**config.mk**
```make
export PLATFORM = sky130hd
export DESIGN_NAME = sess_ctrl
export DESIGN_NICKNAME = d
export VERILOG_FILES = /design/src/rtl/sess_pkg.sv /design/src/rtl/sess_wdt.sv /design/src/rtl/sess_addr_match.sv /design/src/rtl/sess_ctrl.sv
export SDC_FILE = /design/constraint.sdc
export NUM_CORES = 1
export LEC_CHECK = 0
export ABC_CLOCK_PERIOD_IN_PS = 2000
export BUFFER_PORTS_ARGS = -buffer_cell sky130_fd_sc_hd__buf_2
export CAP_MARGIN = 20
export CORE_MARGIN = 4
export CORE_UTILIZATION = 49
export CTS_BUF_LIST = sky130_fd_sc_hd__clkbuf_4
export DETAILED_ROUTE_END_ITERATION = 16
export HOLD_SLACK_MARGIN = 0.1
export PLACE_DENSITY = 0.84
export SLEW_MARGIN = 20
export SYNTH_ARGS = -nofsm -noshare
export SYNTH_HDL_FRONTEND = slang
export SYNTH_HIERARCHICAL = 1
export SYNTH_SLANG_ARGS = --single-unit
```
**constraint.sdc**
```tcl
create_clock -name clk -period 2 [get_ports clk]
set_input_delay 0 -clock clk [delete_from_list [all_inputs] [get_ports clk]]
set_output_delay 0 -clock clk [all_outputs]
set_load 0.01 [all_outputs]
```
**src/rtl/sess_pkg.sv**
```systemverilog
package sess_pkg;
    typedef enum logic [1:0] {
        ST_SLEEP = 2'd0,
        ST_AWAKE = 2'd1,
        ST_BUSY  = 2'd2,
        ST_PAUSE = 2'd3
    } sess_state_e;

    typedef enum logic [1:0] {
        RSP_NONE   = 2'd0,
        RSP_WAKE   = 2'd1,
        RSP_ERROR  = 2'd2,
        RSP_RESULT = 2'd3
    } sess_rsp_e;

    typedef struct packed {
        sess_state_e st;
        logic        ack_pend;
        logic        err;
        logic        res;
        logic        rsp_req;
        sess_rsp_e   rsp;
    } sess_regs_t;
endpackage

```
**src/rtl/sess_wdt.sv**
```systemverilog
module sess_wdt #(
    parameter int unsigned WDT_CYCLES = 64
) (
    input  logic clk,
    input  logic rst_n,
    input  logic start,
    input  logic run,
    output logic expire
);
    localparam int unsigned CW = $clog2(WDT_CYCLES + 1);
    localparam logic [CW-1:0] LAST = CW'(WDT_CYCLES - 1);

    logic [CW-1:0] cnt_d, cnt_q;

    always_comb begin
        cnt_d = cnt_q;
        if (start)
            cnt_d = '0;
        else if (run && cnt_q != LAST)
            cnt_d = cnt_q + 1'b1;
        else if (!run)
            cnt_d = '0;
    end

    always_ff @(posedge clk or negedge rst_n) begin
        if (!rst_n) cnt_q <= '0;
        else        cnt_q <= cnt_d;
    end

    assign expire = run && (cnt_q == LAST);


    wdt_bound_chk: assert property (@(posedge clk) disable iff (!rst_n)
        cnt_q <= LAST);
endmodule

```
**src/rtl/sess_addr_match.sv**
```systemverilog
module sess_addr_match #(
    parameter int unsigned AW = 4
) (
    input  logic [AW-1:0] field,
    input  logic          field_vld,
    input  logic [AW-1:0] own,
    output logic          hit
);
    assign hit = !field_vld || (field == own);
endmodule

```
**src/rtl/sess_ctrl.sv**
```systemverilog
module sess_ctrl
    import sess_pkg::*;
#(
    parameter int unsigned WDT_CYCLES = 64,
    parameter int unsigned AW         = 4
) (
    input  logic          clk,
    input  logic          rst_n,
    input  logic          tok_wake,
    input  logic          flg_xmit,
    input  logic          flg_cmd,
    input  logic          cmd_fmt_err,
    input  logic          flg_sleep,
    input  logic          flg_pause,
    input  logic          pause_addr_vld,
    input  logic [AW-1:0] pause_addr,
    input  logic [AW-1:0] dev_addr,
    input  logic          eng_busy,
    input  logic          eng_done,
    output logic          rsp_req,
    output logic [1:0]    rsp_type,
    output logic [1:0]    state_o
);
    sess_regs_t r_d, r_q;
    logic wake_ok, wdt_run, wdt_exp, addr_hit;

    assign wake_ok = (r_q.st == ST_SLEEP) && tok_wake;
    assign wdt_run = (r_q.st != ST_SLEEP);

    sess_wdt #(.WDT_CYCLES(WDT_CYCLES)) u_wdt (
        .clk   (clk),
        .rst_n (rst_n),
        .start (wake_ok),
        .run   (wdt_run),
        .expire(wdt_exp)
    );

    sess_addr_match #(.AW(AW)) u_match (
        .field    (pause_addr),
        .field_vld(pause_addr_vld),
        .own      (dev_addr),
        .hit      (addr_hit)
    );

    always_comb begin
        r_d         = r_q;
        r_d.rsp_req = 1'b0;
        r_d.rsp     = RSP_NONE;
        unique case (r_q.st)
            ST_SLEEP: begin
                if (tok_wake) begin
                    r_d.st       = ST_AWAKE;
                    r_d.ack_pend = 1'b1;
                    r_d.err      = 1'b0;
                    r_d.res      = 1'b0;
                end
            end
            ST_AWAKE: begin
                if (flg_sleep) begin
                    r_d.st = ST_SLEEP;
                end else if (flg_cmd) begin
                    r_d.ack_pend = 1'b0;
                    r_d.res      = 1'b0;
                    r_d.err      = cmd_fmt_err;
                    if (!cmd_fmt_err) r_d.st = ST_BUSY;
                end else if (flg_pause && addr_hit) begin
                    r_d.st = ST_PAUSE;
                end else if (flg_xmit && !eng_busy) begin
                    if (r_q.ack_pend) begin
                        r_d.rsp_req  = 1'b1;
                        r_d.rsp      = RSP_WAKE;
                        r_d.ack_pend = 1'b0;
                    end else if (r_q.err) begin
                        r_d.rsp_req = 1'b1;
                        r_d.rsp     = RSP_ERROR;
                    end else if (r_q.res) begin
                        r_d.rsp_req = 1'b1;
                        r_d.rsp     = RSP_RESULT;
                    end
                end
            end
            ST_BUSY: begin
                if (eng_done) begin
                    r_d.st  = ST_AWAKE;
                    r_d.res = 1'b1;
                end
            end
            default: begin
            end
        endcase
        if (wdt_exp) begin
            r_d.st      = ST_SLEEP;
            r_d.rsp_req = 1'b0;
            r_d.rsp     = RSP_NONE;
        end
    end

    always_ff @(posedge clk or negedge rst_n) begin
        if (!rst_n) r_q <= '{st: ST_SLEEP, ack_pend: 1'b0, err: 1'b0, res: 1'b0,
                             rsp_req: 1'b0, rsp: RSP_NONE};
        else        r_q <= r_d;
    end

    assign rsp_req  = r_q.rsp_req;
    assign rsp_type = r_q.rsp;
    assign state_o  = r_q.st;


    sleep_hold_chk: assert property (@(posedge clk) disable iff (!rst_n)
        (r_q.st == ST_SLEEP && !tok_wake) |=> (r_q.st == ST_SLEEP));

    sleep_silent_chk: assert property (@(posedge clk) disable iff (!rst_n)
        (r_q.st == ST_SLEEP) |=> !rsp_req);

    pause_silent_chk: assert property (@(posedge clk) disable iff (!rst_n)
        (r_q.st == ST_PAUSE) |=> !rsp_req);

    busy_ignore_chk: assert property (@(posedge clk) disable iff (!rst_n)
        (r_q.st == ST_BUSY && flg_xmit) |=> !rsp_req);

    wdt_sleep_chk: assert property (@(posedge clk) disable iff (!rst_n)
        wdt_exp |=> (r_q.st == ST_SLEEP));

    rsp_pulse_chk: assert property (@(posedge clk) disable iff (!rst_n)
        rsp_req |=> !rsp_req);

    rsp_type_chk: assert property (@(posedge clk) disable iff (!rst_n)
        !rsp_req |-> (rsp_type == 2'd0));
endmodule

```
After elaboration in Yosys (flattened, before gate mapping)

Cells that the tools add are included.

Register bits after elaboration: 15
Input bits: 19
Output and inout bits: 5
Logic and storage cells: 67

Add/subtract/negate cells: 1
Eq/ne operators: 16
Muxes and demuxes: 26
Reduce and logical (&&, ||, !) cells: 17

Operators with widths:

| cell                | number |
|---|---|
| $mux 3              | 9 |
| $mux 7              | 3 |
| $reduce_and 5->1    | 3 |
| $mux 2              | 6 |
| $ne 5x4->1 const B  | 2 |
| $ne 3x2->1 const B  | 3 |
| $ne 2x2->1 const B  | 4 |
| $add 7x1->7 const B | 1 |
| $eq 7x6->1 const B  | 1 |
| $ne 7x6->1 const B  | 1 |
| $mux 6              | 1 |
| $ne 3x3->1 const B  | 2 |
| $pmux 2 s3          | 1 |
| $logic_and 1x1->1   | 5 |
| $mux 5              | 1 |
| $eq 4x4->1          | 1 |
| $pmux 2 s2          | 1 |
| $reduce_and 4->1    | 1 |
| $reduce_bool 2->1   | 2 |
| $reduce_bool 4->1   | 1 |
| $mux 1              | 3 |
| $pmux 1 s3          | 1 |
| $reduce_bool 3->1   | 1 |
| $eq 2x1->1 const B  | 1 |
| other kinds (4)     | 5 |

Logic depth before layout (Yosys ltp)

Gate-level depths: netlist (run 1).

Word-level depth: 9
Gate-level depth with buffers: 7
Depth with buffers taken out: 7

Cells and area by module

The synthesis (run 1) kept the hierarchy.

By module, submodules not included:

| module          | instances | cells each | area each (µm²) | sequential area each (µm²) |
|---|---|---|---|---|
| sess_ctrl       | 1         | 55         | 519.2           | 200.2 |
| sess_wdt        | 1         | 37         | 387.9           | 175.2 |
| sess_addr_match | 1         | 5          | 51.3            | 0.0 |

Least setup slack after synthesis (run 1)

No wires, ideal clock.

Kind: flip-flop to flip-flop
From: reg u_wdt.cnt_q[0]
To: reg r_q (netlist bit rsp_type[1])
Setup time: 80 ps
Arrival time: 1,865 ps
Data required time: 1,920 ps
Setup slack: 55 ps
Stages on the path, launching flop included: 7
Path buffers: 1
Period minus slack after synthesis: 1,945 ps
Cells stage by stage: dfrtp_1 -> ha_1 -> and4_1 -> buf_6 -> and3_2 -> or4b_4 -> nor3_2

RTL lines:

| element                  | line             | RTL |
|---|---|---|
| start: declaration       | sess_wdt.sv:13   | `logic [CW-1:0] cnt_d, cnt_q;` |
| start signal: assignment | sess_wdt.sv:27   | `else cnt_q <= cnt_d;` |
| end signal: assignment   | sess_ctrl.sv:99  | `if (!rst_n) r_q <= '{st: ST_SLEEP, ack_pend: 1'b0, err: 1'b0, res: 1'b0,` |
| end signal: assignment   | sess_ctrl.sv:101 | `else r_q <= r_d;` |
| end: declaration         | sess_ctrl.sv:24  | `sess_regs_t r_d, r_q;` |

==> flow_metrics.py, run 1 <==
metrics = {
    "sta": {
        "skew_ns": 0.004976,
        "worstMarginPinSlew_ns": 0.4604,
        "setup_viol": 0,
        "relSlewSlack_pct": 69.10,
        "timing.final.crit_period_ns": 1.904,
        "whs_ns": 0.1024,
        "tns_ns": 0,
        "grt_setup_unrepaired": "no",
        "slew_viol_final": 0,
        "hold_violations": 0,
        "period_share_pct": 95.18,
        "fmax_mhz": 525.3,
    },
    "critical_path": {
        "critical_path.top_delay_family": "simple AND/OR/NAND/NOR gates",
        "crit_buf_inv": 0,
        "worst_ep_required_time_ns": 2.21,
        "crit_type": "flop to flop",
        "crit_arrival_ns": 2.11,
        "crit_path_max_fanout": 5,
        "cp-end-kind": "flop",
        "crit_chain": "ha_1 -> and4_1 -> and3_2 -> or4b_4 -> nor3_2",
        "rrSetupSlack_ns": 0.1,
        "critical_path.max_stage_delay_ns": 0.57,
        "slowest_stage": "or4b_4",
        "cp-start-kind": "flop",
    },
    "drt": {
        "drcViolationCount": 0,
        "wirelength_mm": 2.057,
        "vias": 827,
        "route.detailed.vias_per_inst": 5.405,
        "ant_nets": 0,
        "dr.pass1.iters": 4,
        "drt_iter0_markers": 14,
        "wire_per_inst_um": 13.44,
    },
    "synthesis": {
        "synth-edff-count": 0,
        "syn-cell-area_um2": 958.4,
        "synthArstFlopShare_pct": 100.0,
        "synth_nets": 121,
        "synth-seq-cells": 15,
        "ys_top_cells_by_area": "dfrtp_1 (39%), ha_1 (6.5%), mux2i_1 (4.2%)",
        "ys_warn_count": 6,
        "ys_types": 35,
        "synth_cells": 97,
        "synth_area_leader_cell": "dfrtp_1",
        "yosysSeqAreaShare_pct": 39.16,
        "synthFlopType": "dfrtp_1",
        "post_synth.cell_area_avg_um2": 9.881,
        "synth_top_cell_area_share_pct": 39.16,
    },
    "floorplanning": {
        "io_pins": 24,
        "std_cell_rows": 15,
        "die_area_um2": 2727,
        "core_area_um2": 1783,
        "initial_core_util_pct": 53.75,
        "die_y_um": 52.23,
        "fp.dieW_um": 52.23,
    },
    "clock_network": {
        "clk_pin_slew_ns": 0.09,
        "clockRootBuffer": "clkbuf_4",
        "cts_buffers": 3,
        "cts.sinks": 15,
        "cts_hold_buf": 5,
        "cts_max_level": 1,
        "cts_resized": 0,
        "cts_tree": "yes",
        "clockBufferDepth": 2,
        "clk_latency_ns": 0.28,
        "postCtsSetupBuffers": 0,
    },
    "grt": {
        "grt_pass1_vias": 813,
        "track_usage_pct": 17.21,
        "grt_pass1_wl_mm": 3.519,
        "antenna_found_initial": 0,
        "grt_max_degree": 16,
        "overflow": 0,
    },
    "power_and_ir_drop": {
        "powerDensity_nw_per_um2": 1008,
        "total_power_mw": 1.181,
        "leakage_nw": 0.5981,
        "ir_drop_uv": 695.0,
    },
    "placement": {
        "gp_congestion": 0.8839,
        "dpl.hpwl_mm": 1.606,
        "io_buffers": 23,
    },
    "status": {
        "status": "finished, final reports clean",
    },
    "layout": {
        "drive_gt1_share_pct": 31.25,
        "area_growth_pct": 22.19,
        "nets": 153,
        "antenna_cells": 0,
        "nFillCells": 146,
    },
    "flow_run": {
        "maxCapViolCount": 0,
    },
    "worst_hold_path": {
        "hold_class": "input port to flop",
    },
}
flip-flops by register name, summed over array words and instances (netlist names):
signal / cells
r_q: 3
rsp_req: 1
rsp_type: 2
state_o: 2
u_wdt/cnt_q: 7
power breakdown:
| part | switching (mW) | internal (mW) | total (mW) |
|---|---|---|---|
| Clock | 0.0957 | 0.0742 | 0.170 |
| Sequential | 0.0707 | 0.374 | 0.445 |
| Combinational | 0.309 | 0.257 | 0.566 |
| Total | 0.475 | 0.706 | 1.18 |
path summary, 6_finish.rpt:
kind / from / endpoint / cells past startpoint
max in group asynchronous: rst_n / r_q[5] / 2
max: u_wdt/cnt_q[0] / rsp_type[1] / 5
max reg2reg: u_wdt/cnt_q[0] / rsp_type[1] / 5
min in group asynchronous: rst_n / u_wdt/cnt_q[2] / 2
min: flg_sleep / state_o[0] / 4
min reg2reg: r_q[5] / rsp_type[1] / 1
worst register-to-register path, stage by stage (launching register included):
cell and delay, ns:
dfrtp_1 0.40, ha_1 0.25, and4_1 0.21, and3_2 0.24, or4b_4 0.57, nor3_2 0.17
layer usage:
metal  up-vias  share of wire (%)  GRT usage (%)
met5         -                  0              0
met4         0               0.29          2.553
met3         2                3.3          4.558
met2        15                 52          30.54
met1       403                 44          21.27
li1        407                  -              -
cell families after synthesis:
family                     after synthesis  synth area share, %
and+or+nand+nor                         31                20.63
AOI/OAI and AO/OA                       24                18.02
DFF                                     15                39.16
buffers and inverters                   14                7.833
adders and majority gates                5                6.527
xor gates and xnor gates                 4                3.655
muxes                                    4                4.178
placed cells by master (no fill, tap or decap), drive strengths merged, types with 3 or more instances in the layout:
| master | synthesis | layout |
|---|---|---|
| buf | 5 | 27 |
| dfrtp | 15 | 15 |
| inv | 9 | 9 |
| nand2 | 7 | 7 |
| a21oi | 7 | 7 |
| nand2b | 5 | 5 |
| ha | 5 | 5 |
| dlygate4sd3 | 0 | 5 |
| nor2 | 4 | 4 |
| mux2i | 4 | 4 |
| a31oi | 4 | 4 |
| xor2 | 4 | 4 |
| o21ai | 3 | 3 |
| clkbuf | 0 | 3 |
| and2b | 3 | 3 |
cell usage after synthesis, drive strengths merged, types with 2 or more instances:
master   n
xor2     4
mux2i    4
o21ai    3
dfrtp   15
a31oi    4
nor2     4
nand3b   2
ha       5
nor2b    2
inv      9
and2b    3
a21oi    7
nand3    2
buf      5
nand2    7
nand2b   5
nor3     2
through the flow:
step | worst slack, ns | instance area [um2] | util [%] | std cells
global route | 0.04289 | 1171 | 65.68 | 153
CTS | 0.1062 | 1171 | 65.68 | 153
global placement | 0.1802 | 1094 | 61.33 | 144
detailed placement | 0.1150 | 1094 | 61.33 | 144
finish | 0.09646 | 1171 | 65.68 | 153
floorplan | 0.05506 | 958.4 | - | 97
layout make-up:
type / instances / area [um2] / area share [%]
Tap cell: 25 / 31.28 / 2.671
Timing Repair Buffer: 32 / 195.2 / 16.67
Clock inverter: 1 / 5.005 / 0.4274
Clock buffer: 3 / 22.52 / 1.923
Multi-Input combinational cell: 68 / 508.0 / 43.38
Inverter: 9 / 33.78 / 2.885
Sequential cell: 15 / 375.4 / 32.05
Power figures use the tool's default switching activity.
==> run 2: changes to the inputs <==
--- a/config.mk
+++ b/config.mk
@@ -8,9 +8,11 @@
 export ABC_CLOCK_PERIOD_IN_PS = 2000
 export BUFFER_PORTS_ARGS = -buffer_cell sky130_fd_sc_hd__buf_2
 export CAP_MARGIN = 20
+export CORE_ASPECT_RATIO = 0.8
 export CORE_MARGIN = 4
 export CORE_UTILIZATION = 49
 export CTS_BUF_LIST = sky130_fd_sc_hd__clkbuf_4
+export CTS_CLUSTER_SIZE = 24
 export DETAILED_ROUTE_END_ITERATION = 16
 export HOLD_SLACK_MARGIN = 0.1
 export PLACE_DENSITY = 0.84
==> run 2 against run 1 <==
Against the previous run:
- global-route usage is 1.1 points lower
- total power is 0.70% higher
- final cell count stayed put
- highest routed layer unchanged
==> flow_metrics.py, run 2 (synthesis results as in run 1) <==
metrics = {
    "status": {
        "status": "finished, final reports clean",
    },
    "power_and_ir_drop": {
        "clkPwrFrac_pct": 14.7,
        "pwr-share-seq_pct": 37.5,
        "p_comb_share_pct": 47.8,
        "swShare_pct": 40.29,
        "p_switching_uw": 479.1,
        "ir_drop_uv": 672.6,
        "powerDensity_nw_per_um2": 1006,
        "leakage_nw": 0.6002,
        "internal_power_uw": 710.0,
    },
    "clock_network": {
        "cts.sinks": 15,
        "cts_buffers": 3,
        "clk_pin_slew_ns": 0.10,
        "cts_max_level": 1,
        "clockRootBuffer": "clkbuf_4",
        "clockBufferDepth": 2,
        "clk_latency_ns": 0.29,
        "cts_tree": "yes",
    },
    "drt": {
        "dr.pass1.iters": 4,
        "met1_length_um": 892,
        "top_layer": "met4",
        "wl_met2_mm": 1.030,
        "drcViolationCount": 0,
        "vias": 826,
        "route.detailed.vias_per_inst": 5.399,
        "dr_wl_met3_um": 106,
        "ant_nets": 0,
        "drt_iter0_markers": 17,
        "wire_per_inst_um": 13.41,
        "wirelength_mm": 2.051,
    },
    "layout": {
        "reg.largest.list": "u_wdt/cnt_q: 7 flops, r_q: 3 flops",
        "final_common_cell": "buf_2",
        "postLayoutCellArea_um2": 1182,
        "nets": 154,
        "final_cell_mix": "buf_2 (23), dfrtp_1 (15), inv_1 (9)",
        "nFillCells": 152,
        "top_register": "u_wdt/cnt_q",
        "area_growth_pct": 23.37,
        "multi_input_area_um2": 510.5,
        "antenna_cells": 0,
        "drive_gt1_share_pct": 31.78,
        "regArea_um2": 375.4,
        "largest_register_ffs": 7,
    },
    "critical_path": {
        "crit_chain": "ha_2 -> and4_1 -> and3_2 -> or4b_4 -> nor3_2",
        "slowest_stage": "or4b_4",
        "critical_path.max_stage_delay_ns": 0.56,
        "crit_path_max_fanout": 5,
        "crit_type": "flop to flop",
        "cp-end-kind": "flop",
        "crit_arrival_ns": 2.08,
        "worst_ep_required_time_ns": 2.22,
        "cp-start-kind": "flop",
    },
    "grt": {
        "grt_pass1_vias": 752,
        "grt_pass1_wl_mm": 3.305,
        "track_usage_pct": 16.13,
        "overflow": 0,
        "antenna_found_initial": 0,
        "grt_max_degree": 16,
    },
    "worst_hold_path": {
        "hold_class": "input port to flop",
    },
    "floorplanning": {
        "core_area_um2": 1874,
        "initial_core_util_pct": 51.13,
        "die_area_um2": 2732,
        "io_pins": 24,
        "std_cell_rows": 14,
        "die_y_um": 47.56,
        "fp.dieW_um": 57.45,
    },
    "sta": {
        "relSlewSlack_pct": 67.78,
        "slew_viol_final": 0,
        "timing.final.crit_period_ns": 1.859,
        "whs_ns": 0.1146,
        "tns_ns": 0,
        "skew_ns": 0.01334,
        "grt_setup_unrepaired": "no",
        "setup_viol": 0,
        "worstMarginPinSlew_ns": 0.4800,
        "period_share_pct": 92.96,
        "hold_violations": 0,
        "fmax_mhz": 537.9,
    },
    "placement": {
        "gp_congestion": 0.8402,
        "io_buffers": 23,
        "dpl.hpwl_mm": 1.608,
        "place_area_um2": 1092,
    },
    "flow_run": {
        "maxCapViolCount": 0,
    },
}
[run 2: cell types whose count changed in the layout (fill, tap and decap cells not counted)]
| cell | before | now |
|---|---|---|
| dlygate4sd3_1 | 5 | 6 |
| ha_2 | 0 | 1 |
| ha_1 | 5 | 4 |
[run 2: power by group through the flow]
| stage | clock (mW) | combinational (mW) | sequential (mW) |
|---|---|---|---|
| 2_1_floorplan | 0 | 0.402 | 0.436 |
| 3_3_place_gp | 0 | 0.542 | 0.444 |
| 3_5_place_dp | 0 | 0.552 | 0.451 |
| 4_1_cts | 0.181 | 0.566 | 0.444 |
| 5_1_grt | 0.191 | 0.637 | 0.457 |
| 6_report | 0.175 | 0.568 | 0.446 |
[run 2: area by class of cell]
type                    count  share of cell area [%]
clock inverters             1                  0.4233
multi-input cells          68                   43.17
repair buffers             33                   17.35
well taps                  24                   2.540
clock buffers               3                   1.905
flip-flops and latches     15                   31.75
inverters                   9                   2.857
[run 2: layer usage]
metal	global-route usage [%]	vias up
met5	0	-
met4	5.556	0
met3	4.852	4
met2	25.45	22
met1	21.45	393
li1	-	407
[run 2: timing repair]
action | in CTS | in global routing
hold buffers | 6 | 0
resized for setup | 0 | 1
hold endpoints to repair | 21 | 0
endpoints found under the setup margin | 0 | 2
buffers inserted | 0 | 0
[run 2: worst paths after layout]
kind / start / end / slack, ns / depth (start not counted)
setup / recovery: u_wdt/cnt_q[1] / rsp_type[1] / 0.14 / 5
hold / removal: eng_busy / rsp_type[1] / 0.11 / 4
setup reg to reg: u_wdt/cnt_q[1] / rsp_type[1] / 0.14 / 5
hold reg to reg: r_q[5] / rsp_type[1] / 0.45 / 1
max in group asynchronous: rst_n / state_o[1] / 1.62 / 2
min in group asynchronous: rst_n / u_wdt/cnt_q[3] / 0.12 / 2
[run 2: metrics by stage]
step / power, mW / std cells / util (%) / worst slack (ns)
2_1_floorplan: 0.8383 / 97 / - / 0.05506
3_3_place_gp: 0.9854 / 143 / 58.28 / 0.1848
3_5_place_dp: 1.003 / 143 / 58.28 / 0.1182
4_1_cts: 1.192 / 153 / 62.95 / 0.08950
5_1_grt: 1.286 / 153 / 63.08 / 0.04050
6_report: 1.189 / 153 / 63.08 / 0.1408
[run 2: critical path, delay by kind of cell, from the launching register on]
kind          cells  cell delay (ns)
flops             1             0.43
simple gates      4             1.15
fa+ha+maj         1             0.22
==> run 3: changes to the inputs <==
--- a/config.mk
+++ b/config.mk
@@ -14,8 +14,9 @@
 export CTS_BUF_LIST = sky130_fd_sc_hd__clkbuf_4
 export CTS_CLUSTER_SIZE = 24
 export DETAILED_ROUTE_END_ITERATION = 16
+export GPL_TIMING_DRIVEN = 0
 export HOLD_SLACK_MARGIN = 0.1
-export PLACE_DENSITY = 0.84
+export PLACE_DENSITY = 0.77
 export SLEW_MARGIN = 20
 export SYNTH_ARGS = -nofsm -noshare
 export SYNTH_HDL_FRONTEND = slang
==> run 3 against run 2 <==
Against the previous run:
- final area increased by 5.0%
- flip-flop and latch count stayed put
- count of clock-buffer cells in the layout is the same
- sequential power barely moved
- global-route usage rose by 1.1 points
- combinational power grew 4.2%
- first-iteration DRC count fell by 12%
- non-clock buffer count is 5 higher
- critical path type unchanged
- largest power group unchanged
==> flow_metrics.py, run 3 (synthesis results as in run 1) <==
metrics = {
    "clock_network": {
        "clockRootBuffer": "clkbuf_4",
        "cts_buffers": 3,
        "cts_tree": "yes",
        "clk_pin_slew_ns": 0.09,
        "clk_latency_ns": 0.29,
        "cts.sinks": 15,
        "clockBufferDepth": 2,
        "cts_max_level": 1,
    },
    "drt": {
        "drcViolationCount": 0,
        "vias": 853,
        "ant_nets": 0,
        "wirelength_mm": 2.125,
        "dr.pass1.iters": 6,
        "wire_per_inst_um": 13.45,
        "drt_iter0_markers": 15,
        "route.detailed.vias_per_inst": 5.399,
    },
    "critical_path": {
        "critical_path.max_stage_delay_ns": 0.51,
        "cp-start-kind": "flop",
        "crit_buf_inv": 1,
        "crit_arrival_ns": 2.15,
        "crit_chain": "ha_4 -> and4_1 -> buf_6 -> and3_2 -> or4b_4 -> nor3_2",
        "critical_path.top_delay_family": "simple AND/OR/NAND/NOR gates",
        "worst_ep_required_time_ns": 2.22,
        "reg2reg_depth": 6,
        "slowest_stage": "or4b_4",
        "cp-end-kind": "flop",
        "crit_path_max_fanout": 7,
        "crit_type": "flop to flop",
        "path_depth": 6,
    },
    "placement": {
        "dpl.hpwl_mm": 1.526,
        "gp_congestion": 0.7485,
        "io_buffers": 23,
    },
    "grt": {
        "grt.met2_usage_pct": 29.95,
        "antenna_found_initial": 0,
        "grt_pass1_vias": 793,
        "grtUsageMet3_pct": 5.121,
        "grt_max_degree": 16,
        "busiest_layer": "met2",
        "grt_pass1_wl_mm": 3.477,
        "met1_usage_pct": 20.16,
        "track_usage_pct": 17.21,
        "overflow": 0,
    },
    "sta": {
        "hold_violations": 0,
        "slew_viol_final": 0,
        "period_share_pct": 96.56,
        "setup_viol": 0,
        "worstMarginPinSlew_ns": 0.4688,
        "relSlewSlack_pct": 68.53,
        "timing.final.crit_period_ns": 1.931,
        "grt_setup_unrepaired": "no",
        "skew_ns": 0.009881,
        "fmax_mhz": 517.8,
        "tns_ns": 0,
    },
    "layout": {
        "top_register": "u_wdt/cnt_q",
        "antenna_cells": 0,
        "largest_register_ffs": 7,
        "drive_gt1_share_pct": 33.58,
        "nets": 159,
        "nFillCells": 146,
        "area_growth_pct": 29.50,
        "final_common_cell": "buf_2",
        "final_cell_mix": "buf_2 (23), dfrtp_1 (15), inv_1 (9)",
        "fin_util_pct": 66.22,
        "reg.largest.list": "u_wdt/cnt_q: 7 flops, r_q: 3 flops",
        "regArea_um2": 375.4,
        "multi_input_area_um2": 523.0,
    },
    "power_and_ir_drop": {
        "ir_drop_uv": 699.8,
        "total_power_mw": 1.212,
        "powerDensity_nw_per_um2": 976.8,
        "leakage_nw": 0.6237,
    },
    "floorplanning": {
        "io_pins": 24,
        "initial_core_util_pct": 51.13,
        "die_area_um2": 2732,
        "std_cell_rows": 14,
        "die_y_um": 47.56,
        "fp.dieW_um": 57.45,
        "core_area_um2": 1874,
    },
    "flow_run": {
        "maxCapViolCount": 0,
    },
    "status": {
        "status": "finished, final reports clean",
    },
    "worst_hold_path": {
        "hold_class": "input port to asynchronous set/reset pin",
    },
}
run 3: changes by cell type in the layout (fill, tap and decap cells not counted), sizes merged:
cell         previous run  this run
buf                    27        30
dlygate4sd3             6         8
run 3: worst paths after layout:
check	startpoint	endpoint	slack (ns)
worst min-delay path	rst_n	u_wdt/cnt_q[3]	0.13
min in group clk	flg_xmit	r_q[5]	0.14
worst min register to register	r_q[5]	rsp_type[1]	0.44
worst max register to register	u_wdt/cnt_q[0]	rsp_type[1]	0.07
worst max-delay path	u_wdt/cnt_q[0]	rsp_type[1]	0.07
max in group asynchronous	rst_n	u_wdt/cnt_q[5]	1.61
run 3: layer usage:
| metal | wire length [um] | part of all wire, % | vias to the layer above |
|---|---|---|---|
| met4 | 38 | 1.8 | 0 |
| met5 | 0 | 0 | - |
| met2 | 1057 | 50 | 26 |
| met1 | 915 | 43 | 406 |
| li1 | - | - | 415 |
| met3 | 114 | 5.4 | 6 |
run 3: layout make-up:
class / count / area share [%]
buffer: 5 / 3.327
clock buffer: 3 / 1.815
clock inverter: 1 / 0.4032
inverter: 9 / 2.722
multi-input combinational: 68 / 42.14
sequential: 15 / 30.24
tap: 24 / 2.419
timing repair buffer: 33 / 16.94
run 3: per-stage QoR:
step / setup WS, ns / cells / cell area, um2 / hold WS (ns)
floorplan: 0.05506 / 97 / 958.4 / -0.2956
global placement: -0.03371 / 144 / 1104 / -0.08566
detailed placement: -0.07506 / 144 / 1104 / -0.07500
CTS: 0.02609 / 158 / 1229 / 0.1335
global route: 0.004073 / 158 / 1241 / 0.1445
finish: 0.06880 / 158 / 1241 / 0.1286
run 3: power by group:
part / switching (mW) / internal, mW / total, mW / leakage, nW
Combinational: 0.312 / 0.281 / 0.592 / 0.407
Clock: 0.0989 / 0.0744 / 0.173 / 0.0177
Sequential: 0.0724 / 0.374 / 0.447 / 0.199
run 3: what timing repair did:
item                                    in CTS  in global routing
hold buffers                                 8                  0
endpoints found under the hold margin       22                  0
gates resized for setup                      1                  2
setup buffers                                2                  0
pin swaps                                    0                  2
endpoints found under the setup margin       3                  3
